`config.mk`:
```
export PLATFORM = sky130hd
export DESIGN_NAME = irq_router_core
export DESIGN_NICKNAME = d
export VERILOG_FILES = /design/src/rtl/irq_router_pkg.sv /design/src/rtl/irq_gateway.sv /design/src/rtl/irq_arbiter.sv /design/src/rtl/irq_router_core.sv
export SDC_FILE = /design/constraint.sdc
export NUM_CORES = 2
export LEC_CHECK = 0
export ABC_AREA = 1
export BUFFER_PORTS_ARGS = -buffer_cell sky130_fd_sc_hd__buf_2
export CAP_MARGIN = 20
export CORE_MARGIN = 2
export CORE_UTILIZATION = 55
export DETAILED_ROUTE_END_ITERATION = 7
export GPL_ROUTABILITY_DRIVEN = 0
export PLACE_DENSITY = 0.83
export SYNTH_ARGS = -nofsm -noshare
export SYNTH_HDL_FRONTEND = slang
export SYNTH_HIERARCHICAL = 1
export SYNTH_SLANG_ARGS = --single-unit
```
`constraint.sdc`:
```
create_clock -name clk -period 57.5 [get_ports clk]
set_clock_uncertainty 0.15 [all_clocks]
set_input_delay 11.5 -clock clk [delete_from_list [all_inputs] [get_ports clk]]
set_output_delay 11.5 -clock clk [all_outputs]
set_load 0.02 [all_outputs]
```
`src/rtl/irq_router_pkg.sv`:
```
package irq_router_pkg;
  typedef enum logic [1:0] {
    RGN_NONE,
    RGN_PRIO,
    RGN_ENABLE,
    RGN_CTX
  } rgn_e;
endpackage

```
`src/rtl/irq_gateway.sv`:
```
module irq_gateway (
  input  logic clk,
  input  logic rst_n,
  input  logic level_i,
  input  logic claim_i,
  input  logic complete_i,
  output logic pending_o,
  output logic inflight_o
);
  logic pend_q, pend_d, infl_q, infl_d;

  always_comb begin
    pend_d = pend_q;
    infl_d = infl_q;
    if (claim_i) begin
      pend_d = 1'b0;
      infl_d = 1'b1;
    end else if (level_i && !pend_q && !infl_q) begin
      pend_d = 1'b1;
    end
    if (complete_i && infl_q) infl_d = 1'b0;
  end

  always_ff @(posedge clk or negedge rst_n) begin
    if (!rst_n) begin
      pend_q <= 1'b0;
      infl_q <= 1'b0;
    end else begin
      pend_q <= pend_d;
      infl_q <= infl_d;
    end
  end

  assign pending_o  = pend_q;
  assign inflight_o = infl_q;

  a_r8_claim_needs_pending: assert property (@(posedge clk) disable iff (!rst_n)
    claim_i |-> pend_q);
  a_r8_claim_takes_service: assert property (@(posedge clk) disable iff (!rst_n)
    claim_i |=> (infl_q && !pend_q));
  a_r8_hold_off: assert property (@(posedge clk) disable iff (!rst_n)
    (infl_q && !complete_i) |=> !pend_q);
endmodule

```
`src/rtl/irq_arbiter.sv`:
```
module irq_arbiter #(
  parameter int NSRC   = 31,
  parameter int PRIO_W = 3,
  parameter int ID_W   = 5
) (
  input  logic [NSRC-1:0]             cand_i,
  input  logic [NSRC-1:0][PRIO_W-1:0] prio_i,
  input  logic [PRIO_W-1:0]           thresh_i,
  output logic [ID_W-1:0]             id_o,
  output logic                        eligible_o
);
  logic [PRIO_W-1:0] best_p;
  logic [ID_W-1:0]   best_id;

  always_comb begin
    best_p  = '0;
    best_id = '0;
    for (int i = 0; i < NSRC; i++) begin
      if (cand_i[i] && (prio_i[i] > best_p)) begin
        best_p  = prio_i[i];
        best_id = ID_W'(i + 1);
      end
    end
    eligible_o = (best_p > thresh_i);
    id_o       = eligible_o ? best_id : '0;
  end
endmodule

```
`src/rtl/irq_router_core.sv`:
```
module irq_router_core #(
  parameter int NSRC   = 31,
  parameter int NCTX   = 4,
  parameter int PRIO_W = 3,
  parameter int ADDR_W = 22
) (
  input  logic              clk,
  input  logic              rst_n,
  input  logic [NSRC-1:0]   src_level,
  input  logic              reg_sel,
  input  logic              reg_wr,
  input  logic [ADDR_W-1:0] reg_addr,
  input  logic [31:0]       reg_wdata,
  output logic [31:0]       reg_rdata,
  output logic [NCTX-1:0]   ctx_irq
);
  import irq_router_pkg::*;

  localparam int ID_W   = $clog2(NSRC + 1);
  localparam int NWORDS = (NSRC + 32) / 32;
  localparam int CTX_W  = (NCTX > 1) ? $clog2(NCTX) : 1;
  localparam logic [ADDR_W-1:0] PRIO_END = ADDR_W'(32'h1000);
  localparam logic [ADDR_W-1:0] ENA_BASE = ADDR_W'(32'h2000);
  localparam logic [ADDR_W-1:0] ENA_END  = ADDR_W'(32'h2000 + NCTX * 32'h80);
  localparam logic [ADDR_W-1:0] CTX_BASE = ADDR_W'(32'h200000);
  localparam logic [ADDR_W-1:0] CTX_END  = ADDR_W'(32'h200000 + NCTX * 32'h1000);

  // register state
  logic [NSRC-1:0][PRIO_W-1:0] prio_q, prio_d;
  logic [NCTX-1:0][NSRC-1:0]   ena_q, ena_d;
  logic [NCTX-1:0][PRIO_W-1:0] thr_q, thr_d;
  logic [NCTX-1:0]             irq_q;

  // decode
  rgn_e             rgn;
  logic [9:0]       prio_idx;
  logic             prio_hit;
  logic [CTX_W-1:0] ena_ctx, blk_ctx;
  logic [4:0]       ena_word;
  logic             thr_hit, clm_hit;

  always_comb begin
    if (reg_addr < PRIO_END)                             rgn = RGN_PRIO;
    else if (reg_addr >= ENA_BASE && reg_addr < ENA_END) rgn = RGN_ENABLE;
    else if (reg_addr >= CTX_BASE && reg_addr < CTX_END) rgn = RGN_CTX;
    else                                                 rgn = RGN_NONE;
  end

  assign prio_idx = reg_addr[11:2];
  assign prio_hit = (rgn == RGN_PRIO) && (prio_idx != 10'd0) && (int'(prio_idx) <= NSRC);
  assign ena_ctx  = reg_addr[CTX_W+6:7];
  assign ena_word = reg_addr[6:2];
  assign blk_ctx  = reg_addr[CTX_W+11:12];
  assign thr_hit  = (rgn == RGN_CTX) && (reg_addr[11:0] == 12'h000);
  assign clm_hit  = (rgn == RGN_CTX) && (reg_addr[11:0] == 12'h004);

  // gateways and per-context arbitration
  logic [NSRC-1:0]           pending, inflight, claim_vec, complete_vec;
  logic [NCTX-1:0][ID_W-1:0] win_id;
  logic [NCTX-1:0]           elig;

  for (genvar j = 0; j < NSRC; j++) begin : g_src
    irq_gateway u_gw (
      .clk       (clk),
      .rst_n     (rst_n),
      .level_i   (src_level[j]),
      .claim_i   (claim_vec[j]),
      .complete_i(complete_vec[j]),
      .pending_o (pending[j]),
      .inflight_o(inflight[j])
    );
  end

  for (genvar c = 0; c < NCTX; c++) begin : g_ctx
    irq_arbiter #(.NSRC(NSRC), .PRIO_W(PRIO_W), .ID_W(ID_W)) u_arb (
      .cand_i    (pending & ena_q[c]),
      .prio_i    (prio_q),
      .thresh_i  (thr_q[c]),
      .id_o      (win_id[c]),
      .eligible_o(elig[c])
    );
  end

  logic claim_go, complete_go;
  assign claim_go    = reg_sel && !reg_wr && clm_hit && elig[blk_ctx];
  assign complete_go = reg_sel &&  reg_wr && clm_hit;

  always_comb begin
    for (int j = 0; j < NSRC; j++) begin
      claim_vec[j]    = claim_go && (win_id[blk_ctx] == ID_W'(j + 1));
      complete_vec[j] = complete_go && (reg_wdata == 32'(j + 1))
                        && ena_q[blk_ctx][j] && inflight[j];
    end
  end

  // register writes: next state
  always_comb begin
    prio_d = prio_q;
    ena_d  = ena_q;
    thr_d  = thr_q;
    if (reg_sel && reg_wr) begin
      if (prio_hit) prio_d[prio_idx - 10'd1] = reg_wdata[PRIO_W-1:0];
      if (thr_hit)  thr_d[blk_ctx] = reg_wdata[PRIO_W-1:0];
      if (rgn == RGN_ENABLE) begin
        for (int j = 0; j < NSRC; j++) begin
          if ((j + 1) / 32 == int'(ena_word)) ena_d[ena_ctx][j] = reg_wdata[(j + 1) % 32];
        end
      end
    end
  end

  always_ff @(posedge clk or negedge rst_n) begin
    if (!rst_n) begin
      prio_q <= '0;
      ena_q  <= '0;
      thr_q  <= '0;
      irq_q  <= '0;
    end else begin
      prio_q <= prio_d;
      ena_q  <= ena_d;
      thr_q  <= thr_d;
      irq_q  <= elig;
    end
  end

  // read data, same cycle
  always_comb begin
    reg_rdata = '0;
    if (prio_hit) begin
      reg_rdata = 32'(prio_q[prio_idx - 10'd1]);
    end else if (rgn == RGN_ENABLE && int'(ena_word) < NWORDS) begin
      for (int j = 0; j < NSRC; j++) begin
        if ((j + 1) / 32 == int'(ena_word)) reg_rdata[(j + 1) % 32] = ena_q[ena_ctx][j];
      end
    end else if (thr_hit) begin
      reg_rdata = 32'(thr_q[blk_ctx]);
    end else if (clm_hit) begin
      reg_rdata = 32'(win_id[blk_ctx]);
    end
  end

  assign ctx_irq = irq_q;

  // one port, so at most one source is claimed per cycle
  a_r8_single_claim: assert property (@(posedge clk) disable iff (!rst_n)
    $onehot0(claim_vec));

  for (genvar j = 0; j < NSRC; j++) begin : g_chk
    a_r6_claim_nonzero_prio: assert property (@(posedge clk) disable iff (!rst_n)
      claim_vec[j] |-> (prio_q[j] != '0));
    a_r10_complete_in_service: assert property (@(posedge clk) disable iff (!rst_n)
      complete_vec[j] |=> !inflight[j]);
  end

  for (genvar c = 0; c < NCTX; c++) begin : g_irqchk
    a_r5_irq_has_cause: assert property (@(posedge clk) disable iff (!rst_n)
      ctx_irq[c] |-> $past(|(pending & ena_q[c])));
  end
endmodule

```
# Word-level counts from Yosys, hierarchy flattened

Index checks and enable logic that the tools add are counted.

Logic and storage cells: 1415
Input bits: 89
Register bits: 295
Output and inout bits: 36

Bitwise logic cells: 4
Multiplexer cells: 617
$add $sub $neg: 1
$lt $le $gt $ge: 138
Reduce and logical (&&, ||, !) cells: 487
Eq/ne operators: 66

Operators by type and width:

| kind                  | number |
|---|---|
| $mux W124             | 91 |
| $bwmux W124           | 31 |
| $demux W31 S2         | 31 |
| $eq A32 B5 Y1 const B | 16 |
| $mux W3               | 145 |
| $gt A3 B3 Y1          | 124 |
| $logic_and A1 B1 Y1   | 356 |
| $mux W5               | 71 |
| $eq A32 B4 Y1 const B | 8 |
| $mux W1               | 162 |
| $mux W4               | 33 |
| $eq A32 B3 Y1 const B | 4 |
| $and A31 B31 Y31      | 4 |
| $bmux W31 S2          | 2 |
| $mux W31              | 4 |
| $reduce_bool A2 Y1    | 62 |
| $bwmux W93            | 1 |
| $eq A5 B5 Y1 const B  | 16 |
| $eq A32 B2 Y1 const B | 2 |
| $mux W32              | 2 |
| $logic_not A1 Y1      | 63 |
| $eq A5 B4 Y1 const B  | 8 |
| $eq A32 B1 Y1 const B | 1 |
| $mux W30              | 1 |
| other kinds (55)      | 75 |

# Depth between registers and ports, before layout

Word-level depth: 126
Mapped depth: 252
Depth with buffers taken out: 252

# By module

The synthesis kept the hierarchy.

Modules (own cells, without submodules):

| module                            | cells each | sequential area each (µm²) | times used | area an instance (µm²) |
|---|---|---|---|---|
| irq_router_core                   | 2228       | 5830.6                     | 1          | 14443.9 |
| irq_arbiter at g_ctx[0].u_arb ... | 653        | 0.0                        | 2          | 3597.2 |
| irq_arbiter at g_ctx[3].u_arb     | 647        | 0.0                        | 1          | 3691.0 |
| irq_arbiter at g_ctx[2].u_arb     | 650        | 0.0                        | 1          | 3666.0 |
| irq_gateway                       | 10         | 50.0                       | 31         | 82.6 |

# Worst setup path before layout

No wires, ideal clock.

Path kind: reg-to-output
Start: register prio_q[1] in the netlist's numbering
End: output port reg_rdata[4]
Arrival: 32.220 ns
Path buffers: 0
Required time: 45.850 ns
Slack: 13.630 ns
Stages on the path, launching flop included: 217
Cells stage by stage: dfrtp_1 nor2_1 nand2_1 nand2_1 nor2_1 inv_1 ha_1 nand3_1 nand2_1 inv_2 nand2_4 o21ai_0 inv_1 ha_1 nor2_1 or2_2 nand3_1 nand3_2 (+181 left out) nand2_1 ha_1 nand3_1 nand2_1 nor2_1 inv_1 nand3_1 nand2_1 ha_1 nand2_1 nor2_1 inv_1 a32oi_1 inv_1 a41oi_1 nand2_1 and3_1 o21ai_0

RTL lines:

| item                   | RTL line               | text |
|---|---|---|
| start, declared        | irq_router_core.sv:29  | `logic [NSRC-1:0][PRIO_W-1:0] prio_q, prio_d;` |
| start signal, assigned | irq_router_core.sv:119 | `prio_q <= prio_d;` |
| end, declared          | irq_router_core.sv:14  | `output logic [31:0] reg_rdata,` |

==> metrics.cfg <==
[status]
outcome = finished, final reports clean

[timing]
setup_viol = 0
worst_pin_slew_ns = 1.205
finalSetupTns_ns = 0
setup_ws_ns = 8.085
fmax_mhz = 20.24
slew_headroom_pct = 19.02
grt_setup_unrepaired = false
drv_slew = 0
min_period_ns = 49.41
post-route-period-util_pct = 85.94
final_hold_viol_count = 0
whs_ns = 0.3675

[cells_and_area]
layout_common_cells = nand2_1 (1553), inv_1 (947), o21ai_0 (359)
finalNetCount = 5465
stdcell_area_sq_um = 33970
multi_input_area_sq_um = 20070
ff_latch_area_sq_um = 7382
layout_commonest_cell = nand2_1
fin_util_pct = 60.01
drive_gt1_share_pct = 14.87
syn2layout_area_growth_pct = 7.649
fillers = 5384

[clock_tree]
postCtsSetupBuffers = 0
cts_tree = yes
cts_root_buf = clkbuf_16
clock_latency_ns = 0.57
cts_sinks = 295
cts_resized = 0
cts_hold_buf = 0
cts_buffer_depth = 3
cts_buffers = 35
ctsHtreeMaxLevel = 2
clkTransAtPathRegs_ns = 0.06

[critical_path]
worst-path-buf-inv = 29
cpMaxStageDelayCell = a32oi_1
r2r_cells = 224
path_class = reg2out
crit_path_start_kind = flop
rrSetupSlack_ns = 19.21
worst-path-stages = 216
crit_family = compound AO/OA/AOI/OAI gates
cp_data_required_time_ns = 45.85
worst_setup_path_end_kind = output port
r2r_start = prio_q[2]
cp_common_cell = nand2_2
max_stage_delay_ns = 0.58
timing.rr.end = g_src[16].u_gw/pending_o
path_max_fanout = 7
crit_arrival_ns = 37.76

[drt]
viasPerCell = 5.821
route.detailed.drc = 0
drtPass1Iterations = 7
initialDrtViolationCount = 4006
ant_nets = 0
wl_per_cell_um = 18.35
wl_um = 110000
vias = 34890

[floorplan]
die_y_um = 243.5
io_pins = 125
core_area_sq_um = 56600
die_x_um = 243.5
initial_core_util_pct = 55.75
dieArea_sq_um = 59300
floorplan.rows = 87

[hold_path]
hp-class = reg2reg
min_path_cells = 2
min_from = thr_q[7]
hold_end = thr_q[7]

[placement]
dp_slack_ns = 9.300
io_buffers = 124
dpl_cell_area_sq_um = 32850
dp_hpwl_um = 84420

[pwr]
powerDensity_nw_per_um2 = 13.74
ir_drop_mv = 0.01842
leakage_nw = 19.44

[logic_synthesis]
yosys.cell_types.count = 49
synth.mux.area_fraction_pct = 0
synth-simple-area-share_pct = 42.16
yosys_warnings = 6
ys_seq_area_share_pct = 23.39
synth_area_per_cell_sq_um = 6.138
yosys.area_share.adder_pct = 6.384
netlist_area_sq_um = 31560
syn-instance-count = 5141
synth_top_family_by_area = simple AND/OR/NAND/NOR gates
synth_fp_nets = 5391
synth_compound_area_share_pct = 14.90
synth_seq_cells = 295
synth_xor_area_share_pct = 0.1031

[job]
cap_violations = 0

[global_route]
grt_max_degree = 148
grt-ovfl-total = 0
grt_pass1_wl_um = 171100
grtUsageTotal_pct = 36.46
antenna_found_initial = 4
grt_pass1_vias = 32350

==> layer usage <==
layer	up-vias	global-route usage (%)	wire (um)
met3	503	10.59	14570
li1	16510	-	-
met2	2045	55.42	46440
met4	6	21.79	7524
met5	-	0	38
met1	15830	45.86	41410
==> Yosys cell counts (all sizes together) <==
master / n / share of area, %
a211oi: 8 / 0.19
a21boi: 32 / 0.77
a21oi: 131 / 2.1
a22o: 3 / 0.083
a22oi: 12 / 0.29
a31o: 2 / 0.056
a31oi: 13 / 0.26
a32oi: 8 / 0.22
a41oi: 28 / 0.78
and2: 8 / 0.16
and3: 2 / 0.040
buf: 48 / 0.78
clkbuf: 61 / 0.73
clkinv: 2 / 0.024
dfrtp: 295 / 23
ha: 161 / 6.4
inv: 969 / 12
nand2: 1885 / 25
nand3: 404 / 8.3
nand3b: 2 / 0.059
nand4: 120 / 2.4
nor2: 289 / 3.8
nor3: 39 / 0.63
o2111ai: 4 / 0.11
o21a: 96 / 2.3
o21ai: 370 / 5.9
o221ai: 1 / 0.028
o22ai: 59 / 1.2
o32ai: 24 / 0.67
or2: 63 / 1.2
xnor2: 1 / 0.052
xor2: 1 / 0.052
==> worst max-delay path by stage <==
stage                     slack, ns      start      endpoint
after floorplan               13.63  prio_q[1]  reg_rdata[4]
after detailed placement       9.30  ena_q[93]  reg_rdata[4]
final                          8.09  ena_q[93]  reg_rdata[4]
after global routing           4.53  prio_q[2]  reg_rdata[4]
after global placement         9.60  ena_q[93]  reg_rdata[4]
after CTS                      8.61  ena_q[93]  reg_rdata[4]
==> cell families after synthesis <==
kind of cell,count (synthesis)
AND/OR/NAND/NOR,2812
buffers and inverters,1080
AO/OA/AOI/OAI,791
flip-flops,295
adder cells (fa/ha/maj),161
XOR/XNOR,2
==> sequential cells by signal, indices dropped and copies added, names as in the netlist <==
name,cells
ena_q,124
prio_q,93
ctx_irq,4
g_src.u_gw/inflight_o,31
g_src.u_gw/pending_o,31
thr_q,12
==> area by class of cell <==
class	instances	share of cell area (%)
multi-input cells	3766	59.09
flip-flops and latches	295	21.73
inverters	971	10.73
clock buffers	49	2.972
well taps	756	2.785
repair buffers	146	2.379
clock inverters	10	0.3094
diodes	1	0.007367
==> power by group <==
part,switching (mW),total (mW),internal (mW)
clock network,0.0941,0.222,0.127
registers,0.00000355,0.208,0.208
logic,0.0297,0.0376,0.00785
total,0.124,0.467,0.343
==> through the flow <==
stage,instances,total power [mW]
2_1_floorplan,5141,0.2282
3_3_place_gp,5933,0.2469
3_5_place_dp,5934,0.2471
4_1_cts,5993,0.4658
5_1_grt,5993,0.4773
6_report,5994,0.4669
==> tightest hold or removal path, stage by stage (launching register included) <==
cell	delay [ns]
dfrtp_1	0.37
nand2_1	0.06
o21ai_0	0.06
Power figures use the tool's default switching activity.
